### src/rtl/tlb_cache.sv
module tlb_cache #(
  parameter int ENTRIES = 8
) (
  input  logic        clk,
  input  logic        rst_n,
  input  logic        lk_valid,
  input  logic [31:0] lk_vaddr,
  input  logic        lk_write,
  input  logic        lk_user,
  output logic        lk_hit,
  output logic        lk_miss,
  output logic        lk_fault,
  output logic [31:0] lk_paddr,
  input  logic        fill_valid,
  input  logic [19:0] fill_vpage,
  input  logic [19:0] fill_pfn,
  input  logic        fill_big,
  input  logic        fill_rw,
  input  logic        fill_us,
  input  logic        inv_valid,
  input  logic [19:0] inv_vpage,
  input  logic        base_wr
);
  localparam int PW = (ENTRIES > 1) ? $clog2(ENTRIES) : 1;

  logic [ENTRIES-1:0] vld, big, rw, us, hit_vec, inv_vec;
  logic [19:0]        tag [ENTRIES];
  logic [19:0]        pfn [ENTRIES];
  logic [PW-1:0]      ptr;

  for (genvar g = 0; g < ENTRIES; g++) begin : g_cmp
    assign hit_vec[g] = vld[g] & (big[g] ? (tag[g][19:10] == lk_vaddr[31:22])
                                         : (tag[g] == lk_vaddr[31:12]));
    assign inv_vec[g] = inv_valid & vld[g] & (big[g] ? (tag[g][19:10] == inv_vpage[19:10])
                                                     : (tag[g] == inv_vpage));
  end

  logic [19:0] sel_pfn;
  logic        sel_big, sel_rw, sel_us;
  always_comb begin
    sel_pfn = '0;
    sel_big = 1'b0;
    sel_rw  = 1'b0;
    sel_us  = 1'b0;
    for (int i = ENTRIES - 1; i >= 0; i--) begin
      if (hit_vec[i]) begin
        sel_pfn = pfn[i];
        sel_big = big[i];
        sel_rw  = rw[i];
        sel_us  = us[i];
      end
    end
  end

  assign lk_hit   = lk_valid & (|hit_vec);
  assign lk_miss  = lk_valid & ~(|hit_vec);
  assign lk_fault = lk_hit & ((lk_write & ~sel_rw) | (lk_user & ~sel_us));
  assign lk_paddr = sel_big ? {sel_pfn[19:10], lk_vaddr[21:0]} : {sel_pfn, lk_vaddr[11:0]};

  wire fill_hits_inv = inv_valid & (fill_big ? (fill_vpage[19:10] == inv_vpage[19:10])
                                             : (fill_vpage == inv_vpage));
  wire fill_take     = fill_valid & ~base_wr & ~fill_hits_inv;

  always_ff @(posedge clk) begin
    if (!rst_n) begin
      vld <= '0;
      ptr <= '0;
    end else if (base_wr) begin
      vld <= '0;
    end else begin
      vld <= vld & ~inv_vec;
      if (fill_take) begin
        vld[ptr] <= 1'b1;
        ptr      <= (ptr == PW'(ENTRIES - 1)) ? '0 : ptr + 1'b1;
      end
    end
  end

  always_ff @(posedge clk) begin
    if (fill_take) begin
      tag[ptr] <= fill_vpage;
      pfn[ptr] <= fill_pfn;
      big[ptr] <= fill_big;
      rw[ptr]  <= fill_rw;
      us[ptr]  <= fill_us;
    end
  end

  assert_reset_empty_R1: assert property (@(posedge clk) disable iff (!rst_n)
    $past(!rst_n) |-> !lk_hit);

  assert_flush_all_R7: assert property (@(posedge clk) disable iff (!rst_n)
    base_wr |=> !lk_hit);

  assert_inv_removes_R6: assert property (@(posedge clk) disable iff (!rst_n)
    inv_valid |=> !(lk_hit && lk_vaddr[31:12] == $past(inv_vpage)));

  assert_fill_visible_R8: assert property (@(posedge clk) disable iff (!rst_n)
    (fill_valid && !base_wr && !inv_valid) |=>
      (!(lk_valid && lk_vaddr[31:12] == $past(fill_vpage)) || lk_hit));

  assert_super_read_ok_R9: assert property (@(posedge clk) disable iff (!rst_n)
    (lk_valid && !lk_write && !lk_user) |-> !lk_fault);

  assert_miss_onehot_R10: assert property (@(posedge clk) disable iff (!rst_n)
    $onehot0({lk_hit, lk_miss}) && (lk_valid || !(lk_hit || lk_miss || lk_fault)));
endmodule

### config.mk
export PLATFORM = sky130hd
export DESIGN_NAME = tlb_cache
export DESIGN_NICKNAME = d
export VERILOG_FILES = /design/src/rtl/tlb_cache.sv
export SDC_FILE = /design/constraint.sdc
export NUM_CORES = 1
export LEC_CHECK = 0
export ABC_CLOCK_PERIOD_IN_PS = 6790
export CAP_MARGIN = 20
export CORE_MARGIN = 4
export CORE_UTILIZATION = 35
export DETAILED_ROUTE_END_ITERATION = 8
export SYNTH_ARGS = -nofsm -noshare
export SYNTH_HDL_FRONTEND = slang
export SYNTH_SLANG_ARGS = --single-unit
### constraint.sdc
create_clock -name clk -period 6.79 [get_ports clk]
set_input_delay 2.037 -clock clk [delete_from_list [all_inputs] [get_ports clk]]
set_output_delay 2.037 -clock clk [all_outputs]
set_load 0.02 [all_outputs]
After elaboration in Yosys (flattened, before gate mapping)
Memories as Yosys holds them, arrays and structs flattened.
Cells that the tools add are included.

word-level totals
  register bits = 35
  bits in writable memories = 320
  logic and storage cells = 150
  memories = 2

operators by class
  $add $sub $neg = 1
  magnitude comparators = 2
  equal/unequal tests = 35
  multiplexer cells = 59
  bitwise gates (word level) = 42
  reduce and logical (&&, ||, !) cells = 4

memories
  name  words  bits a word  read ports  clocked after Yosys merged registers in  write ports  line  RTL
  pfn   8      20           8           0                                        1            28    logic [19:0] pfn [ENTRIES];
  tag   8      20           8           0                                        1            27    logic [19:0] tag [ENTRIES];

operators with widths
  cell                 count
  $eq 20x20->1         17
  $eq 10x10->1         17
  $mux 20              8
  $mux 1               44
  $and 1x1->1          32
  $bwmux 8             3
  $mux 22              1
  $and 8x8->8          1
  $mux 8               1
  $not 8->8            1
  $or 8x8->8           1
  $reduce_or 8->1      1
  $not 1->1            6
  $lt 3x4->1 const B   1
  $add 3x1->3 const B  1
  $demux 1 s3          1
  $eq 3x3->1 const B   1
  $ge 3x1->1 const B   1
  $mux 3               1
  $reduce_and 2->1     1
  $reduce_or 2->1      1
  $logic_and 1x1->1    1
  $or 1x1->1           1

Depth between registers and ports, before layout
Gate-level depths: netlist of the first run.

  depth after elaboration = 15
  mapped depth = 12
  gate-level depth less buffers = 9

Least setup slack after synthesis of the first run
Ideal clock, no wire load.

  path kind = input to register
  from = input port inv_vpage[2]
  to = register big[0] (enable)
  library setup time = 499 ps
  data arrival time = 6319 ps
  data required time = 6291 ps
  path slack = -28 ps
  stages = 7
  path buffers = 1
  cells stage by stage = clkbuf_1 -> xnor2_1 -> a41oi_1 -> nor4_1 -> nor3b_2 -> nand2b_1 -> nor3_1

on the way
  longest elaborated chain between the ends = 5

RTL lines
  element                        line  RTL
  start, declared                21    input logic [19:0] inv_vpage,
  $eq 20x20->1                   61    : (fill_vpage == inv_vpage));
  $mux 1                         60    wire fill_hits_inv = inv_valid & (fill_big ? (fill_vpage[19:10] == inv_vpage[19:10])
  $and 1x1->1                    60
  $not 1->1                      62    wire fill_take = fill_valid & ~base_wr & ~fill_hits_inv;
  $and 1x1->1                    62
  end signal, assigned by index  83    big[ptr] <= fill_big;
  end, declared                  26    logic [ENTRIES-1:0] vld, big, rw, us, hit_vec, inv_vec;

Every way passes these cells.
A chain may end at the register's enable or synchronous reset.

Worst setup path after layout of the first run
  from = input port lk_vaddr[22]
  to = output port lk_paddr[19]

on the way
  longest elaborated chain between the ends = 12
  elaborated cells between the ends (all ways) = 49

RTL lines
  element                                         line    RTL
  start, declared                                 7       input logic [31:0] lk_vaddr,
  $eq 20x20->1 or $eq 10x10->1 (tied branches)    33, 32
  $mux 1                                          32      assign hit_vec[g] = vld[g] & (big[g] ? (tag[g][19:10] == lk_vaddr[31:22])
  $and 1x1->1                                     32
  $mux 20 or $mux 1 (tied branches) (8 in a row)  46      if (hit_vec[i]) begin
  $mux 22 *                                       58      assign lk_paddr = sel_big ? {sel_pfn[19:10], lk_vaddr[21:0]} : {sel_pfn, lk_vaddr[11:0]};
  end, declared                                   13      output logic [31:0] lk_paddr,

Mark *: on every way between the ends. The rest lies on a longest branch, timed or not.

==> reports/results.ini, run 1 <==
[status]
status=completed

[hold_path]
worst_hold_endpoint=vld[3]
hold_path.startpoint=vld[3]
holdCritPathClass=flip-flop to flip-flop
holdPathStages=2

[routing]
routed_wirelength_um=50120
remaining_drc_errors=0
avgViaCountPerCell=5.142
antenna_left=0
drt_iter0_markers=944
route.detailed.wl_per_inst_um=23.19
num_vias=11110
detailedRoute.firstPassIterationCount=5

[synth]
synth.largest_area_cell=sky130_fd_sc_hd__edfxtp_1
yosys.area_share.simple=0.09749
synth_cell_type_count=58
yosys.area_share.adder=0.001486
synthMuxAreaShare=0.009214
synth_xor_xnor_area_share=0.1768
post_synth_main_area_contributors=sky130_fd_sc_hd__edfxtp_1, sky130_fd_sc_hd__xnor2_1, sky130_fd_sc_hd__xor2_1, sky130_fd_sc_hd__nand4_1, sky130_fd_sc_hd__nand2_1
synth.net_count=1366
synthCells=1261
yosys_most_used_dff=sky130_fd_sc_hd__edfxtp_1
netlist_area_um2=16840
mean_syn_cell_area_um2=13.35
post-synth-top-area-fraction=0.6135
synth.ff_latch_count=355
synth-edff-count=344
seq_area_frac_synth=0.6265
postSynth.asyncResetShare=0
synth_compound_gate_area_share=0.05625
synth_warnings=0
combinational_family_with_the_most_area_after_synthesis=XOR/XNOR gates

[setup_path]
r2r-end=pfn[3][5]
reg_to_reg_setup_timing_slack_ns=4.57
cp_data_arrival_time_ns=4.68
required_ns=4.75
critPathLaunchType=primary input
worstPathMaxFanout=7
crit_path_end_kind=output port
worstReg2RegStart=ptr[1]
timing_worst_setup_path_type=primary input to output port
rr_worst_depth=3

[final_layout]
postLayoutCellArea_um2=21750
n_antenna_cell=0
num-fill-cells=4233
multi_input_area_um2=6495
post_layout_nonfiller_instances=2161
final_common_cell=sky130_fd_sc_hd__edfxtp_1
ff_latch_area_um2=10550
synth_to_final_area_change_pct=29.16
most-common-layout-cells=sky130_fd_sc_hd__edfxtp_1, sky130_fd_sc_hd__xnor2_1, sky130_fd_sc_hd__buf_4
layout.nets=1622
post_route_cells_drive_above_1_share=0.2574

[global_routing]
first_global_vias=11530
grt_pass1_wl_um=73400
grt_antenna_before_repair=1
grt_start_max_net_pins=35
grt_usage=0.1911
global_route.overflow_total=0

[cts]
cts_tree=done
clock_h_tree_levels=2
clk_pin_slew_ns=0.06
clk_latency_ns=0.55
clockRootBuffer=sky130_fd_sc_hd__clkbuf_16
clock_sinks=355
clock_tree.buffer_depth=3
cts_buffers=39

[timing]
final-hold-violation-count=0
finalMaxSlewViolations=0
maxSlewHeadroom=0.3237
maxClockFrequency_mhz=148.9
fin_worst_skew_ns=0.02363
tightestPinTransition_ns=1.012
timing.final.crit_share=0.9890
setup-tns-final_ns=0
post-route-min-period_ns=6.715
setup_violations=0

[floorplan]
die-height_um=227.3
fp.dieW_um=227.3
die-area_um2=51680
initial_core_util=0.3534
core_area_um2=47650
placementRows=80
design.portCount=138

[placed_design]
placedInstanceArea_um2=19690
port-buffer-count=113
place_congestion=0.8783
dpl.hpwl_um=34780
dp_cells=2072

[power]
vdd_ir_drop_max_mv=0.2012
reported_leakage_power_nw=7.278
p_total_mw=4.905
power.density_cell_area_nw_per_um2=225.5

[job]
maxCapViolCount=0

## power by group
| group | total [mW] | internal (mW) | switching [mW] |
|---|---|---|---|
| clock network | 2.08 | 1.23 | 0.855 |
| logic | 0.385 | 0.179 | 0.206 |
| registers | 2.44 | 2.43 | 0.0115 |
| total | 4.90 | 3.83 | 1.07 |
## sequential cells by signal, summed over array words and instances (netlist names)
register  cells
us            8
vld           8
big           8
ptr           3
tag         160
rw            8
pfn         160
## area by class of cell
type,instances,share of cell area
Sequential cell,355,0.4851
Tap cell,615,0.03538
Inverter,15,0.002589
Multi-Input combinational cell,804,0.2986
Clock buffer,53,0.04971
Clock inverter,17,0.007134
Timing Repair Buffer,302,0.1214
## cells in the mapped netlist, types with 3 or more instances
master                       n
sky130_fd_sc_hd__a21oi_1    36
sky130_fd_sc_hd__a221o_1     6
sky130_fd_sc_hd__a221oi_1    9
sky130_fd_sc_hd__a22oi_1     3
sky130_fd_sc_hd__and2_1     10
sky130_fd_sc_hd__buf_1       4
sky130_fd_sc_hd__buf_2      37
sky130_fd_sc_hd__buf_4      22
sky130_fd_sc_hd__buf_6       4
sky130_fd_sc_hd__clkbuf_1   20
sky130_fd_sc_hd__dfxtp_1    11
sky130_fd_sc_hd__edfxtp_1  344
sky130_fd_sc_hd__inv_1      14
sky130_fd_sc_hd__mux2i_1    14
sky130_fd_sc_hd__nand2_1    70
sky130_fd_sc_hd__nand2b_1    4
sky130_fd_sc_hd__nand3_1    27
sky130_fd_sc_hd__nand4_1    69
sky130_fd_sc_hd__nor2_1     52
sky130_fd_sc_hd__nor2b_1     4
sky130_fd_sc_hd__nor3_1     32
sky130_fd_sc_hd__nor4_1     22
sky130_fd_sc_hd__nor4b_1    10
sky130_fd_sc_hd__o21ai_0    27
sky130_fd_sc_hd__o21ai_1    13
sky130_fd_sc_hd__o221ai_1   15
sky130_fd_sc_hd__o31ai_1     3
sky130_fd_sc_hd__xnor2_1   276
sky130_fd_sc_hd__xor2_1     64
## what timing repair did
item,4_1_cts,5_1_grt
pin swaps,38,65
hold buffers,0,0
setup buffers,12,8
setup endpoints to repair,23,23
resized for setup,199,104
## through the flow
stage,util,setup slack (ns),hold slack (ns)
floorplan,-,0.4975,0.4564
finish,0.4565,0.07498,0.5140
global placement,0.4132,-1.214,0.4783
CTS,0.4485,-0.01508,0.5205
global route,0.4565,-0.03560,0.5691
detailed placement,0.4132,-1.182,0.5052
## how the worst max path moves through the flow
stage	start	slack (ns)	to	depth (start not counted)
4_1_cts	lk_vaddr[16]	-0.02	lk_paddr[20]	16
6_report	lk_vaddr[22]	0.07	lk_paddr[19]	14
5_1_grt	lk_vaddr[25]	-0.04	lk_paddr[19]	13
2_1_floorplan	lk_vaddr[15]	0.50	lk_paddr[12]	10
3_5_place_dp	lk_vaddr[17]	-1.18	lk_paddr[20]	15
3_3_place_gp	lk_vaddr[17]	-1.21	lk_paddr[19]	15
## logic make-up (layout without fill, tap and decap cells)
family | Yosys count | count (layout)
compound gates | 137 | 137
mux | 15 | 15
simple gates | 310 | 310
buf+inv | 102 | 387
fa+ha+maj | 2 | 2
xor+xnor | 340 | 340
flops | 355 | 355
## worst max-delay path, stage by stage
cell and delay, ns:
sky130_fd_sc_hd__clkdlybuf4s15_1 0.21, sky130_fd_sc_hd__buf_6 0.16, sky130_fd_sc_hd__xnor2_2 0.19, sky130_fd_sc_hd__nand3_1 0.14
sky130_fd_sc_hd__buf_4 0.16, sky130_fd_sc_hd__nor3_1 0.40, sky130_fd_sc_hd__a32o_2 0.29, sky130_fd_sc_hd__a31oi_4 0.09
sky130_fd_sc_hd__o211ai_2 0.18, sky130_fd_sc_hd__a221oi_2 0.08, sky130_fd_sc_hd__buf_4 0.18, sky130_fd_sc_hd__buf_12 0.14
sky130_fd_sc_hd__mux2_4 0.30, sky130_fd_sc_hd__buf_6 0.13
## routing by layer
layer,vias to the layer above,global-route usage,part of all wire
met5,-,0,0.00026
met4,2,0.04860,0.025
met3,79,0.03765,0.068
met2,409,0.3077,0.47
met1,5509,0.2681,0.44
li1,5112,-,-
(Power assumes the default switching activity.)
==> run 2: changes to the inputs <==
Settings changed: ABC_CLOCK_PERIOD_IN_PS 6790 to 6900.
Clock period 6.79 ns to 6.9 ns, I/O delays scaled along.
==> reports/results.ini, run 2 (same netlist as run 1, synthesis figures left out) <==
[status]
status=completed

[global_routing]
grt_usage=0.1964
first_global_vias=11620
global_route.overflow_total=0
grt_antenna_before_repair=4
grt_pass1_wl_um=75550
grt_start_max_net_pins=45

[hold_path]
hold_path.startpoint=vld[2]
worst_hold_endpoint=vld[2]
holdPathStages=2
holdCritPathClass=flip-flop to flip-flop

[timing]
setup-tns-final_ns=0
setup_violations=0
fin_worst_skew_ns=0.01303
post-route-min-period_ns=6.847
maxClockFrequency_mhz=146.0
finalMaxSlewViolations=0
maxSlewHeadroom=0.3655
hold_slack_ns=0.4973
timing.final.crit_share=0.9924
final-hold-violation-count=0
tightestPinTransition_ns=0.9495

[placed_design]
place_congestion=0.8830
dpl.hpwl_um=34250
port-buffer-count=113

[setup_path]
cp_common_cell=sky130_fd_sc_hd__buf_12
worstPathMaxFanout=8
worstReg2RegStart=ptr[0]
rr_worst_depth=3
cp_data_arrival_time_ns=4.78
critPathLaunchType=primary input
crit_path_end_kind=output port
r2r-end=pfn[1][9]
required_ns=4.83
timing_worst_setup_path_type=primary input to output port
cp_cell_sequence=clkdlybuf4s15_1 > buf_12 > buf_4 > xor2_4 > nor4_4 > a41oi_4 > nor2_8 > or2_4 > buf_12 > buf_12 > nor2_4 > nand4b_1 > and2_4 > buf_4 > dlygate4sd2_1
crit_path_top_delay_cell=sky130_fd_sc_hd__a41oi_4
slowest_delay_ns=0.31
reg_to_reg_setup_timing_slack_ns=4.71

[floorplan]
core_area_um2=47650
design.portCount=138
initial_core_util=0.3534
die-area_um2=51680
placementRows=80
die-height_um=227.3
fp.dieW_um=227.3

[cts]
clk_pin_slew_ns=0.06
cts_buffers=41
clock_tree.buffer_depth=3
clock_h_tree_levels=2
cts_tree=done
clock_sinks=355
post_cts_hold_buffer_count=0
clk_latency_ns=0.56
clockRootBuffer=sky130_fd_sc_hd__clkbuf_16

[power]
power.density_cell_area_nw_per_um2=220.1
vdd_ir_drop_max_mv=0.1499
p_total_mw=4.892
reported_leakage_power_nw=7.509

[final_layout]
synth_to_final_area_change_pct=32.03
final_core_occ=0.4666
post_route_cells_drive_above_1_share=0.2663
final_common_cell=sky130_fd_sc_hd__edfxtp_1
layout.nets=1641
reg_top3=pfn: 160 flops, tag: 160 flops
most-common-layout-cells=sky130_fd_sc_hd__edfxtp_1, sky130_fd_sc_hd__xnor2_1, sky130_fd_sc_hd__buf_4

[routing]
remaining_drc_errors=0
avgViaCountPerCell=5.243
antenna_left=0
drt_iter0_markers=941
num_vias=11440
detailedRoute.firstPassIterationCount=5
route.detailed.wl_per_inst_um=23.65
routed_wirelength_um=51600

[job]
maxCapViolCount=0

[run 2: cell types whose count changed in the layout (fill, tap and decap cells not counted), moves of 4 or more]
cell | previous run | this run
sky130_fd_sc_hd__clkbuf_1 | 11 | 15
sky130_fd_sc_hd__dlygate4sd2_1 | 2 | 7
sky130_fd_sc_hd__xor2_4 | 1 | 7
sky130_fd_sc_hd__nor4b_1 | 1 | 6
sky130_fd_sc_hd__nor4_2 | 9 | 5
sky130_fd_sc_hd__o221ai_1 | 11 | 15
sky130_fd_sc_hd__xor2_1 | 59 | 52
sky130_fd_sc_hd__nor4_4 | 2 | 6
sky130_fd_sc_hd__o221ai_2 | 4 | 0
sky130_fd_sc_hd__clkdlybuf4s15_2 | 7 | 0
sky130_fd_sc_hd__buf_12 | 8 | 17
sky130_fd_sc_hd__buf_4 | 155 | 169
[run 2: routing by layer]
| layer | track usage | routed length (um) | share of wire |
|---|---|---|---|
| met1 | 0.2706 | 22300 | 0.43 |
| met2 | 0.3117 | 24160 | 0.47 |
| met3 | 0.03714 | 3364 | 0.065 |
| met4 | 0.07242 | 1730 | 0.034 |
| met5 | 0 | 41 | 0.00079 |
[run 2: area by class of cell]
| class | count | area, um2 |
|---|---|---|
| clock inverters | 13 | 135.1 |
| repair buffers | 319 | 2870 |
| clock buffers | 60 | 1149 |
| multi-input cells | 804 | 6700 |
| flip-flops and latches | 355 | 10550 |
| inverters | 15 | 56.30 |
| well taps | 615 | 769.5 |
| diodes | 1 | 2.502 |
| fillers | 4186 | 25410 |
[run 2: repair_timing]
action | CTS | global route
setup endpoints to repair | 23 | 23
endpoints found under the hold margin | 0 | 0
resized for setup | 209 | 100
setup buffers | 42 | 19
pin swaps | 57 | 50
cloned | 2 | 0
[run 2: power breakdown]
part           internal [mW]  switching (mW)  total (mW)
sequential              2.39          0.0116        2.40
clock                   1.23           0.865        2.10
combinational          0.186           0.210       0.395
total                   3.81            1.09        4.89
[run 2: how the worst max path moves through the flow]
stage	start	slack [ns]	to	cells past startpoint
after floorplan	inv_vpage[2]	0.05	big[0]	7
after global placement	lk_vaddr[29]	-1.0	lk_paddr[17]	14
after detailed placement	lk_vaddr[29]	-0.92	lk_paddr[17]	14
after CTS	lk_vaddr[28]	0.01	lk_paddr[16]	14
after global routing	lk_vaddr[30]	-0.01	lk_paddr[19]	12
final	lk_vaddr[19]	0.05	lk_hit	15
[run 2: per-stage QoR]
stage | instance area (um2) | std cells | setup WS, ns
finish | 22230 | 2182 | 0.05259
global route | 22230 | 2181 | -0.01338
CTS | 21720 | 2167 | 0.01093
detailed placement | 19650 | 2053 | -0.9238
global placement | 19650 | 2053 | -0.9957
floorplan | 16840 | 1261 | 0.04935
[run 2: critical path, delay by kind of cell]
kind / cells / cell delay (ns)
AND/OR/NAND/NOR: 6 / 1.00
AO/OA/AOI/OAI: 1 / 0.31
XOR/XNOR: 1 / 0.18
buffers and inverters: 7 / 1.21
==> run 3: changes to the inputs <==
--- a/config.mk
+++ b/config.mk
@@ -10,4 +10,5 @@
 export CORE_MARGIN = 4
-export CORE_UTILIZATION = 35
+export CORE_UTILIZATION = 55
 export DETAILED_ROUTE_END_ITERATION = 8
+export PLACE_DENSITY = 0.76
 export SYNTH_ARGS = -nofsm -noshare
==> constraint.sdc (replaced) <==
create_clock -name clk -period 6.9 [get_ports clk]
set_input_delay 1.035 -clock clk [delete_from_list [all_inputs] [get_ports clk]]
set_output_delay 1.035 -clock clk [all_outputs]
set_load 0.02 [all_outputs]
==> reports/results.ini, run 3 (same netlist as run 1, synthesis figures left out) <==
[status]
status=completed

[timing]
finalMaxSlewViolations=0
post-route-min-period_ns=6.256
maxClockFrequency_mhz=159.8
setup-tns-final_ns=0
timing.final.crit_share=0.9067
fin_worst_skew_ns=0.01463
tightestPinTransition_ns=0.9552
maxSlewHeadroom=0.3573
final-hold-violation-count=0
rsz_0062_raised_after_global_routing=false
setup_violations=0

[cts]
post_cts_hold_buffer_count=0
clock_tree.buffer_depth=3
clock_sinks=355
cts_repair_resize_count=0
clock_h_tree_levels=2
clk_pin_slew_ns=0.06
clk_latency_ns=0.53
clockRootBuffer=sky130_fd_sc_hd__clkbuf_16
cts_tree=done
cts_buffers=37
buffers_inserted_by_post_cts_timing_repair=0

[power]
vdd_ir_drop_max_mv=0.1632
reported_leakage_power_nw=6.049
power.density_cell_area_nw_per_um2=238.2
p_total_mw=4.624

[setup_path]
crit_path_end_kind=output port
critPathLaunchType=primary input
rr_worst_depth=3
startpoint=lk_vaddr[19]
worstPathMaxFanout=26
worstReg2RegStart=ptr[0]
timing_worst_setup_path_type=primary input to output port
required_ns=5.86
r2r-end=pfn[4][19]
cp_data_arrival_time_ns=5.22
reg_to_reg_setup_timing_slack_ns=4.71

[final_layout]
layout.nets=1463
post_layout_nonfiller_instances=1773
reg_top3=pfn: 160 flops, tag: 160 flops
post_route_cells_drive_above_1_share=0.07520
most-common-layout-cells=sky130_fd_sc_hd__edfxtp_1, sky130_fd_sc_hd__xnor2_1, sky130_fd_sc_hd__clkdlybuf4s50_1
num-fill-cells=2244
final_core_occ=0.6482
final_common_cell=sky130_fd_sc_hd__edfxtp_1
n_antenna_cell=0
synth_to_final_area_change_pct=15.30

[routing]
avgViaCountPerCell=6.044
detailedRoute.firstPassIterationCount=5
remaining_drc_errors=0
drt_iter0_markers=868
antenna_left=0
route.detailed.wl_per_inst_um=25.22
num_vias=10720
routed_wirelength_um=44710

[floorplan]
fp.dieW_um=183.0
die-height_um=183.0
design.portCount=138
placementRows=63
core_area_um2=29950
initial_core_util=0.5622
die-area_um2=33480

[global_routing]
first_global_vias=10960
global_route.overflow_total=0
grt_antenna_before_repair=1
grt_usage=0.2620
grt_start_max_net_pins=45
grt_pass1_wl_um=66320

[placed_design]
port-buffer-count=113
dpl.hpwl_um=30540
place_congestion=0.9376
dp_cells=1709

[hold_path]
hold_path.startpoint=vld[6]
holdPathStages=2
holdCritPathClass=flip-flop to flip-flop
worst_hold_endpoint=vld[6]

[job]
maxCapViolCount=0

-- run 3: per-stage QoR --
stage / hold slack, ns / setup slack [ns] / instance area, um2
after floorplan: 0.4564 / 1.084 / 16840
after global placement: 0.4773 / 0.7613 / 18270
after detailed placement: 0.4918 / 0.6828 / 18270
after CTS: 0.5059 / 0.6875 / 19410
after global routing: 0.5381 / 0.4391 / 19410
final: 0.5098 / 0.6436 / 19410
-- run 3: worst max-delay path, cell delays in order --
cell and delay, ns:
sky130_fd_sc_hd__clkdlybuf4s50_1 0.82, sky130_fd_sc_hd__xor2_1 0.34, sky130_fd_sc_hd__nor4_2 0.35, sky130_fd_sc_hd__a41oi_4 0.28, sky130_fd_sc_hd__nor2_8 0.41, sky130_fd_sc_hd__or2_4 0.40
sky130_fd_sc_hd__o211ai_2 0.15, sky130_fd_sc_hd__a221oi_2 0.26, sky130_fd_sc_hd__buf_4 0.27, sky130_fd_sc_hd__mux2_4 0.31, sky130_fd_sc_hd__clkdlybuf4s50_1 0.56
-- run 3: how the worst max path moves through the flow --
stage	to	cells after the start
5_1_grt	lk_paddr[13]	11
3_5_place_dp	lk_paddr[21]	11
6_report	lk_paddr[19]	11
2_1_floorplan	big[0]	7
3_3_place_gp	lk_paddr[19]	11
4_1_cts	lk_paddr[21]	11
-- run 3: final cells by class --
class                           instances  area [um2]  area share
Clock buffer                           49       991.0     0.05104
Timing Repair Buffer                  145        1371     0.07063
Inverter                               15       56.30    0.002900
Tap cell                              390       488.0     0.02513
Sequential cell                       355       10550      0.5434
Clock inverter                         15       152.6    0.007862
Multi-Input combinational cell        804        5806      0.2990
-- run 3: per-layer routing --
layer	up-vias	wire (um)	GRT usage
met4	2	1620	0.09595
li1	4805	-	-
met3	107	3349	0.04522
met5	-	13	0
met1	5330	18190	0.3556
met2	472	21530	0.4299
-- run 3: report_power, final --
part	total, mW	leakage [nW]	switching (mW)	internal, mW
Clock	1.92	0.555	0.801	1.12
Combinational	0.303	2.30	0.174	0.130
Sequential	2.40	3.20	0.0113	2.39
Total	4.62	6.05	0.986	3.64
